### src/rtl/seg_lcd_pkg.sv
package seg_lcd_pkg;
    localparam int BCD_W = 4;
    localparam int SEG_N = 7;
    localparam int MAX_DIGIT = 9;

    typedef logic [BCD_W-1:0] bcd_t;
    typedef logic [SEG_N-1:0] seg_t;

    typedef struct packed {
        bcd_t code;
        logic blank;
    } dec_in_t;

    // Bit 6 = segment a, bit 0 = segment g
    function automatic seg_t digit_shape(input bcd_t d);
        seg_t s;
        case (d)
            4'd0: s = 7'b1111110;
            4'd1: s = 7'b0110000;
            4'd2: s = 7'b1101101;
            4'd3: s = 7'b1111001;
            4'd4: s = 7'b0110011;
            4'd5: s = 7'b1011011;
            4'd6: s = 7'b1011111;
            4'd7: s = 7'b1110000;
            4'd8: s = 7'b1111111;
            4'd9: s = 7'b1111011;
            default: s = '0;
        endcase
        return s;
    endfunction
endpackage

### src/rtl/bcd_hold_latch.sv
module bcd_hold_latch
    import seg_lcd_pkg::*;
(
    input  logic clk,
    input  logic rst,
    input  bcd_t bcd_i,
    input  logic load_i,
    output bcd_t code_o
);
    bcd_t held_q;

    always_ff @(posedge clk) begin
        if (rst)
            held_q <= '0;
        else if (load_i)
            held_q <= bcd_i;
    end

    // Transparent bypass while loading
    always_comb code_o = load_i ? bcd_i : held_q;


    held_keep_chk: assert property (@(posedge clk) disable iff (rst)
        !load_i |=> $stable(held_q));

    held_load_chk: assert property (@(posedge clk) disable iff (rst)
        load_i |=> held_q == $past(bcd_i));

    held_reset_chk: assert property (@(posedge clk)
        rst |=> held_q == '0);
endmodule

### src/rtl/bcd_seg_decode.sv
module bcd_seg_decode
    import seg_lcd_pkg::*;
(
    input  logic    clk,
    input  logic    rst,
    input  dec_in_t dec_i,
    output seg_t    raw_o
);
    logic legal;

    always_comb begin
        legal = (dec_i.code <= bcd_t'(MAX_DIGIT));
        if (dec_i.blank || !legal)
            raw_o = '0;
        else
            raw_o = digit_shape(dec_i.code);
    end


    blank_dark_chk: assert property (@(posedge clk) disable iff (rst)
        dec_i.blank |-> raw_o == '0);

    illegal_dark_chk: assert property (@(posedge clk) disable iff (rst)
        (dec_i.code > bcd_t'(MAX_DIGIT)) |-> raw_o == '0);

    digit_lit_chk: assert property (@(posedge clk) disable iff (rst)
        (!dec_i.blank && dec_i.code <= bcd_t'(MAX_DIGIT)) |-> raw_o != '0);
endmodule

### src/rtl/seg_phase_drive.sv
module seg_phase_drive
    import seg_lcd_pkg::*;
(
    input  seg_t raw_i,
    input  logic phase_i,
    output seg_t seg_o
);
    for (genvar i = 0; i < SEG_N; i++) begin : g_seg
        assign seg_o[i] = raw_i[i] ^ phase_i;
    end
endmodule

### src/rtl/bcd_lcd_decoder.sv
module bcd_lcd_decoder
    import seg_lcd_pkg::*;
(
    input  logic       clk,
    input  logic       rst,
    input  logic [3:0] bcd_i,
    input  logic       latch_en_i,
    input  logic       blank_i,
    input  logic       phase_i,
    output logic [6:0] seg_o
);
    bcd_t    code;
    dec_in_t dec;
    seg_t    raw;

    bcd_hold_latch u_latch (
        .clk    (clk),
        .rst    (rst),
        .bcd_i  (bcd_i),
        .load_i (latch_en_i),
        .code_o (code)
    );

    always_comb begin
        dec.code  = code;
        dec.blank = blank_i;
    end

    bcd_seg_decode u_dec (
        .clk   (clk),
        .rst   (rst),
        .dec_i (dec),
        .raw_o (raw)
    );

    seg_phase_drive u_phase (
        .raw_i   (raw),
        .phase_i (phase_i),
        .seg_o   (seg_o)
    );


    phase_blank_chk: assert property (@(posedge clk) disable iff (rst)
        (blank_i && phase_i) |-> seg_o == 7'b1111111);

    follow_chk: assert property (@(posedge clk) disable iff (rst)
        (latch_en_i && !blank_i && !phase_i && bcd_i == 4'd8) |-> seg_o == 7'b1111111);
endmodule

### config.mk
export PLATFORM = sky130hd
export DESIGN_NAME = bcd_lcd_decoder
export DESIGN_NICKNAME = d
export VERILOG_FILES = /design/src/rtl/seg_lcd_pkg.sv /design/src/rtl/bcd_hold_latch.sv /design/src/rtl/bcd_seg_decode.sv /design/src/rtl/seg_phase_drive.sv /design/src/rtl/bcd_lcd_decoder.sv
export SDC_FILE = /design/constraint.sdc
export NUM_CORES = 1
export LEC_CHECK = 0
export CORE_AREA = 2 2 44 46
export CTS_CLUSTER_SIZE = 30
export DETAILED_ROUTE_END_ITERATION = 8
export DIE_AREA = 0 0 46 48
export SYNTH_ARGS = -nofsm -noshare
export SYNTH_HDL_FRONTEND = slang
export SYNTH_SLANG_ARGS = --single-unit
### constraint.sdc
create_clock -name clk -period 3.3 [get_ports clk]
set_input_delay 0.99 -clock clk [delete_from_list [all_inputs] [get_ports clk]]
set_output_delay 0.99 -clock clk [all_outputs]
set_load 0.02 [all_outputs]
======== Yosys cells after proc, flatten, opt, wreduce, memory -nomap -nowiden ========
Memory sizes are Yosys's and may differ from the RTL's.
Cells that the tools add are included.
storage, ports and cells
  register bits after elaboration ......... 4
  memory bits (read-only) ................. 112
  output and inout port bits .............. 7
  logic and storage cells ................. 14
  memories ................................ 1
memory list
  memory            words  width  read ports  clocked after memory_dff  wr ports  line               text
  (name not given)  16     7      1           0                         0         seg_lcd_pkg.sv:17  case (d)
operators by class
  order comparisons ....................... 1
  mux-type cells .......................... 2
  bitwise logic cells ..................... 7
  reduce and logical (&&, ||, !) cells .... 2
operators by type and width
  cell                                        number
  2-to-1 mux 7 bit                            1
  bitwise XOR 1 bit                           7
  <= comparator 4 bit, second input constant  1
  2-to-1 mux 4 bit                            1
  zero test 1 bit                             1
  logical OR 1 bit                            1

======== Logic depth before layout (Yosys ltp) ========
  word-level depth ........................ 6
  gate-level depth with buffers ........... 8

======== By module ========
From an unflattened synthesis, not the netlist that was laid out.
unflattened totals
  cell total of the unflattened synthesis .. 51
  area total of the unflattened synthesis .. 455.4 um2
by module, submodules not included
  module           instances  cells an instance  area an instance (um2)
  bcd_seg_decode   1          31                 232.7
  bcd_hold_latch   1          12                 150.1
  seg_phase_drive  1          8                  72.6

======== Worst setup path before layout ========
OpenSTA, ideal clock, no wires.
  path type ............................... input port to output port
  start point ............................. input latch_en_i
  end point ............................... output seg_o[4]
  data arrival time ....................... 2.664 ns
  setup slack ............................. -0.354 ns
  cell stages on the path ................. 8
  path buffers ............................ 1
  path through ............................ buf_6 > mux2i_1 > inv_1 > ha_1 > o211a_1 > o21bai_2 > a31oi_1 > xor2_1
between the ends
  word-level cells in the longest chain between the ends .. 6
  elaborated cells between the ends (all ways) .. 7
  those cells by class .................... 1 x order compare; 2 x mux; 1 x bitwise; 2 x reduce/logical; 1 x memory
ends and longest elaborated chain
  what                 line                   text
  from (decl)          bcd_lcd_decoder.sv:7   input logic latch_en_i,
  2-to-1 mux 4 bit *   bcd_hold_latch.sv:20   always_comb code_o = load_i ? bcd_i : held_q;
  named net code[0]    bcd_lcd_decoder.sv:12  bcd_t code;
  <= comparator 4 bit  bcd_seg_decode.sv:12   legal = (dec_i.code <= bcd_t'(MAX_DIGIT));
  zero test 1 bit      bcd_seg_decode.sv:13   if (dec_i.blank || !legal)
  logical OR 1 bit     bcd_seg_decode.sv:13
  2-to-1 mux 7 bit *   bcd_seg_decode.sv:13
  bitwise XOR 1 bit *  seg_phase_drive.sv:9   assign seg_o[i] = raw_i[i] ^ phase_i;
  to (decl)            bcd_lcd_decoder.sv:10  output logic [6:0] seg_o
Mark *: on every way through the listed nets, which the timed path passes. The rest lies on a longest branch.

======== Worst setup path in the final report ========
  start point ............................. input latch_en_i
  end point ............................... output seg_o[3]
between the ends
  word-level cells in the longest chain between the ends .. 6
  elaborated cells between the ends (all ways) .. 7
  those cells by class .................... 1 x order compare; 2 x mux; 1 x bitwise; 2 x reduce/logical; 1 x memory
ends and longest elaborated chain
  what                 line
  2-to-1 mux 4 bit *   bcd_hold_latch.sv:20
  <= comparator 4 bit  bcd_seg_decode.sv:12
  zero test 1 bit      bcd_seg_decode.sv:13
  logical OR 1 bit     bcd_seg_decode.sv:13
  2-to-1 mux 7 bit *   bcd_seg_decode.sv:13
  bitwise XOR 1 bit *  seg_phase_drive.sv:9
Every way passes the cells marked *; elsewhere a longest branch is shown, timed or not.

==> impl_summary.txt <==
----------------------------------------------------
[Finish]
  Fraction of final layout cells with drive strength greater than 1 ... around two thirds
  Layout Area Growth over Synthesis ... 119%
  Registers with the most flip-flops ... u_latch.held_q (4)
  Share of the core filled with cells ... about 64%
  Fillcell total ... between 100 and 150
  Layout net count ... about 120
  Sequential cell area ... 80.1 um2
  Cell Count, Final, Fillers Out ... approximately 120
  Final standard cell area without fillers ... between 1000 and 1500 um2
  Largest reg by FF count ... u_latch.held_q
  Number of flip-flops under the largest register name ... 4
  Combined area of the multi-input logic cells ... around 600 um2
  Antenna diodes ... 0

[Floorplanning]
  Number of placed I/O pins ... 16
  Die Span Y ... 48 um
  Row Count ... 15
  Effective utilization at floorplan ... just under 30%
  Die Outline Area ... 2210 um2
  Placeable core region ... about 1700 um2
  Floorplan die width ... 46 um

[Worst setup path]
  Arrival time at the worst endpoint ... 2.48 ns
  Kind of end point of the critical path ... primary output
  Worst Setup Start Kind ... input port
  Type of the worst setup path ... in -> out
  Crit path required time ... between 2 and 2.5 ns
  Most repeated library cell on the critical path ... sky130_fd_sc_hd__buf_6
  Critical path fanouts, max ... 4
  Critical Path Slowest Stage Cell ... sky130_fd_sc_hd__mux2i_4
  Worst-path cell chain ... buf_8 > mux2i_4 > buf_6 > ha_4 > a211oi_2 > a21oi_1 > nor2_1 > nor2_2 > xor2_2 > buf_6
  CP max stage delay ... approximately 0.30 ns

[Timing]
  Final Setup Violations ... 7
  Final count of pins violating max slew ... 0
  Fmax achieved ... between 0.2 and 0.3 GHz
  Final worst path period need ... between 3 and 4 ns
  Final worst path period share ... 105%
  Fin worst setup slack ... -0.175 ns
  Worst Max-Slew Pin Slew ... between 0.4 and 0.5 ns
  Smallest hold slack ... between 0.7 and 0.8 ns
  Relative slew slack ... about three quarters
  Layout Skew ... 0 ns
  Number of hold violations in the final report ... 0
  Setup repair after global routing missed its margin ... yes

[GRT]
  Total overflow reported by the global router ... 0
  GRT Resource Usage Total ... around 18%
  Global-route wire length before repair ... approximately 2800 um
  Vias in the first global route ... 613
  Number of antenna violations at the first check in global routing ... 0
  Pin count of the biggest net entering global routing ... 11

[Placed design]
  Placed Instances ... 107
  Global placement routability congestion ... approximately 0.76
  Cell area after placement ... 901 um2
  Minimum setup slack after placement ... -1.25 ns
  Number of port buffers ... 15
  Detailed placer's ending HPWL ... about 1200 um

[Route]
  Number of search-and-repair iterations in the first detailed-routing pass ... 4
  Post-DRT Antenna Nets ... 0
  Drt total wl ... about 1600 um
  Via count ... between 600 and 700
  Count of routing violations after the opening detailed-route iteration ... 12
  WL per Instance ... around 14 um
  Via/cell ratio ... a little over 5
  Residual DRC count ... 0

[Synth]
  Main synth FF type ... sky130_fd_sc_hd__dfxtp_1
  Synth cell count leaders ... sky130_fd_sc_hd__nor2_1 (8), sky130_fd_sc_hd__a21oi_1 (7), sky130_fd_sc_hd__xor2_1 (6)
  Synth warn ... 0
  Share of the synthesized area in the top cell type ... 16.2%
  Most frequent cell after synthesis ... sky130_fd_sc_hd__nor2_1
  Post-synth EDFFs ... 0
  Top cells by area, synth ... sky130_fd_sc_hd__dfxtp_1 (16%), sky130_fd_sc_hd__ha_1 (13%), sky130_fd_sc_hd__xor2_1 (11%)
  Mapped Nets ... 75
  Post-synthesis average cell area ... between 8 and 9 um2
  Dominant cell type by area after synthesis ... sky130_fd_sc_hd__dfxtp_1
  Number of distinct standard cells referenced by the synthesized netlist ... 25
  Sequential-to-total area share from yosys stat ... about 16%
  Total standard cell area after synthesis ... roughly 490 um2
  Ys async rst share ... 0%
  Post-synthesis register bit count ... 4
  Gate count after technology mapping ... a little over 60

[Power]
  Static Leak ... 0.453 nW
  Power density cells ... about 290 nW/um2
  Maximum vdd drop ... 0.201 mV

[CTS]
  Clock tree root buffer cell ... sky130_fd_sc_hd__clkbuf_4
  Clk_lat worst skew ... between 0.2 and 0.25 ns
  CTS Sinks ... 4
  TritonCTS buffer count ... 3
  CTS tree ... yes
  H-tree depth reported by CTS ... 1
  Maximum clock insertion buffer count ... 2
  Clock transition at the registers of the reported paths ... 0.03 ns

[Outcome]
  Violated checks ... setup timing
  Status ... finished with violations

[Worst hold path]
  Path type of the worst min-delay path ... reg -> reg

[Flow run]
  Number of max-cap violations ... 0

----------------------------------------------------
[layout by cell type, fill, tap and decap left out, drive strengths merged, types with 3 or more instances in the layout]
cell,netlist,routed
dfxtp,4,4
clkdlybuf4s50,0,3
a21oi,7,7
clkbuf,0,3
ha,5,5
xor2,6,6
buf,2,35
nand2,5,5
mux2i,4,4
nor2,8,8
[path summary, 6_finish.rpt]
kind | from | endpoint | slack, ns | cells after the start
min reg2reg | u_latch.held_q[3] | u_latch.held_q[3] | 0.76 | 3
min | u_latch.held_q[3] | u_latch.held_q[3] | 0.76 | 3
max reg2reg | u_latch.held_q[2] | u_latch.held_q[2] | 2.29 | 3
max | latch_en_i | seg_o[3] | -0.17 | 10
[power breakdown]
group	internal, W	switching, W
Sequential	0.0000516	0.00000388
Clock	0.0000405	0.0000181
Combinational	0.000108	0.0000952
[cell type report]
type / count / share of cell area, %
tap: 17 / 1.97
sequential: 4 / 7.41
timing repair buffer: 40 / 32.5
clock buffer: 3 / 2.08
inverter: 2 / 0.694
multi-input combinational: 53 / 55.3
[cells by family (layout without fill, tap and decap cells)]
kind of cell,after synthesis,count (layout),share of synthesized area (%)
flops,4,4,16.2
buf+inv,4,45,4.56
xor+xnor,7,7,12.4
simple gates,16,16,13.2
mux,6,6,14.9
compound gates,19,19,26.1
fa+ha+maj,5,5,12.7
[metal layers]
| metal | GRT usage [%] | wire length (um) | part of all wire (%) |
|---|---|---|---|
| met1 | 19.7 | 677 | 41 |
| met2 | 33.9 | 900 | 55 |
| met3 | 0 | 18 | 1.1 |
| met4 | 10.9 | 40 | 2.4 |
| met5 | 0 | 0 | 0 |
[worst max-delay path: cells and delay by family]
kind / cells / cell delay [ns]
AOI/OAI and AO/OA: 2 / 0.26
xor gates and xnor gates: 1 / 0.15
adders and majority gates: 1 / 0.21
buffers and inverters: 3 / 0.38
muxes: 1 / 0.30
and+or+nand+nor: 2 / 0.19
[metrics by stage]
stage	setup TNS [ns]	power (W)
after floorplan	-0.422	0.000152
after global placement	-8.10	0.000221
after detailed placement	-8.58	0.000224
after CTS	-1.02	0.000309
after global routing	-1.50	0.000339
final	-0.986	0.000318
[what timing repair did]
action / in CTS / in global routing
endpoints found under the setup margin: 7 / 7
setup buffers: 8 / 1
pin swaps: 10 / 3
gates resized for setup: 67 / 6
hold buffers: 0 / 0
(Power assumes the default switching activity.)
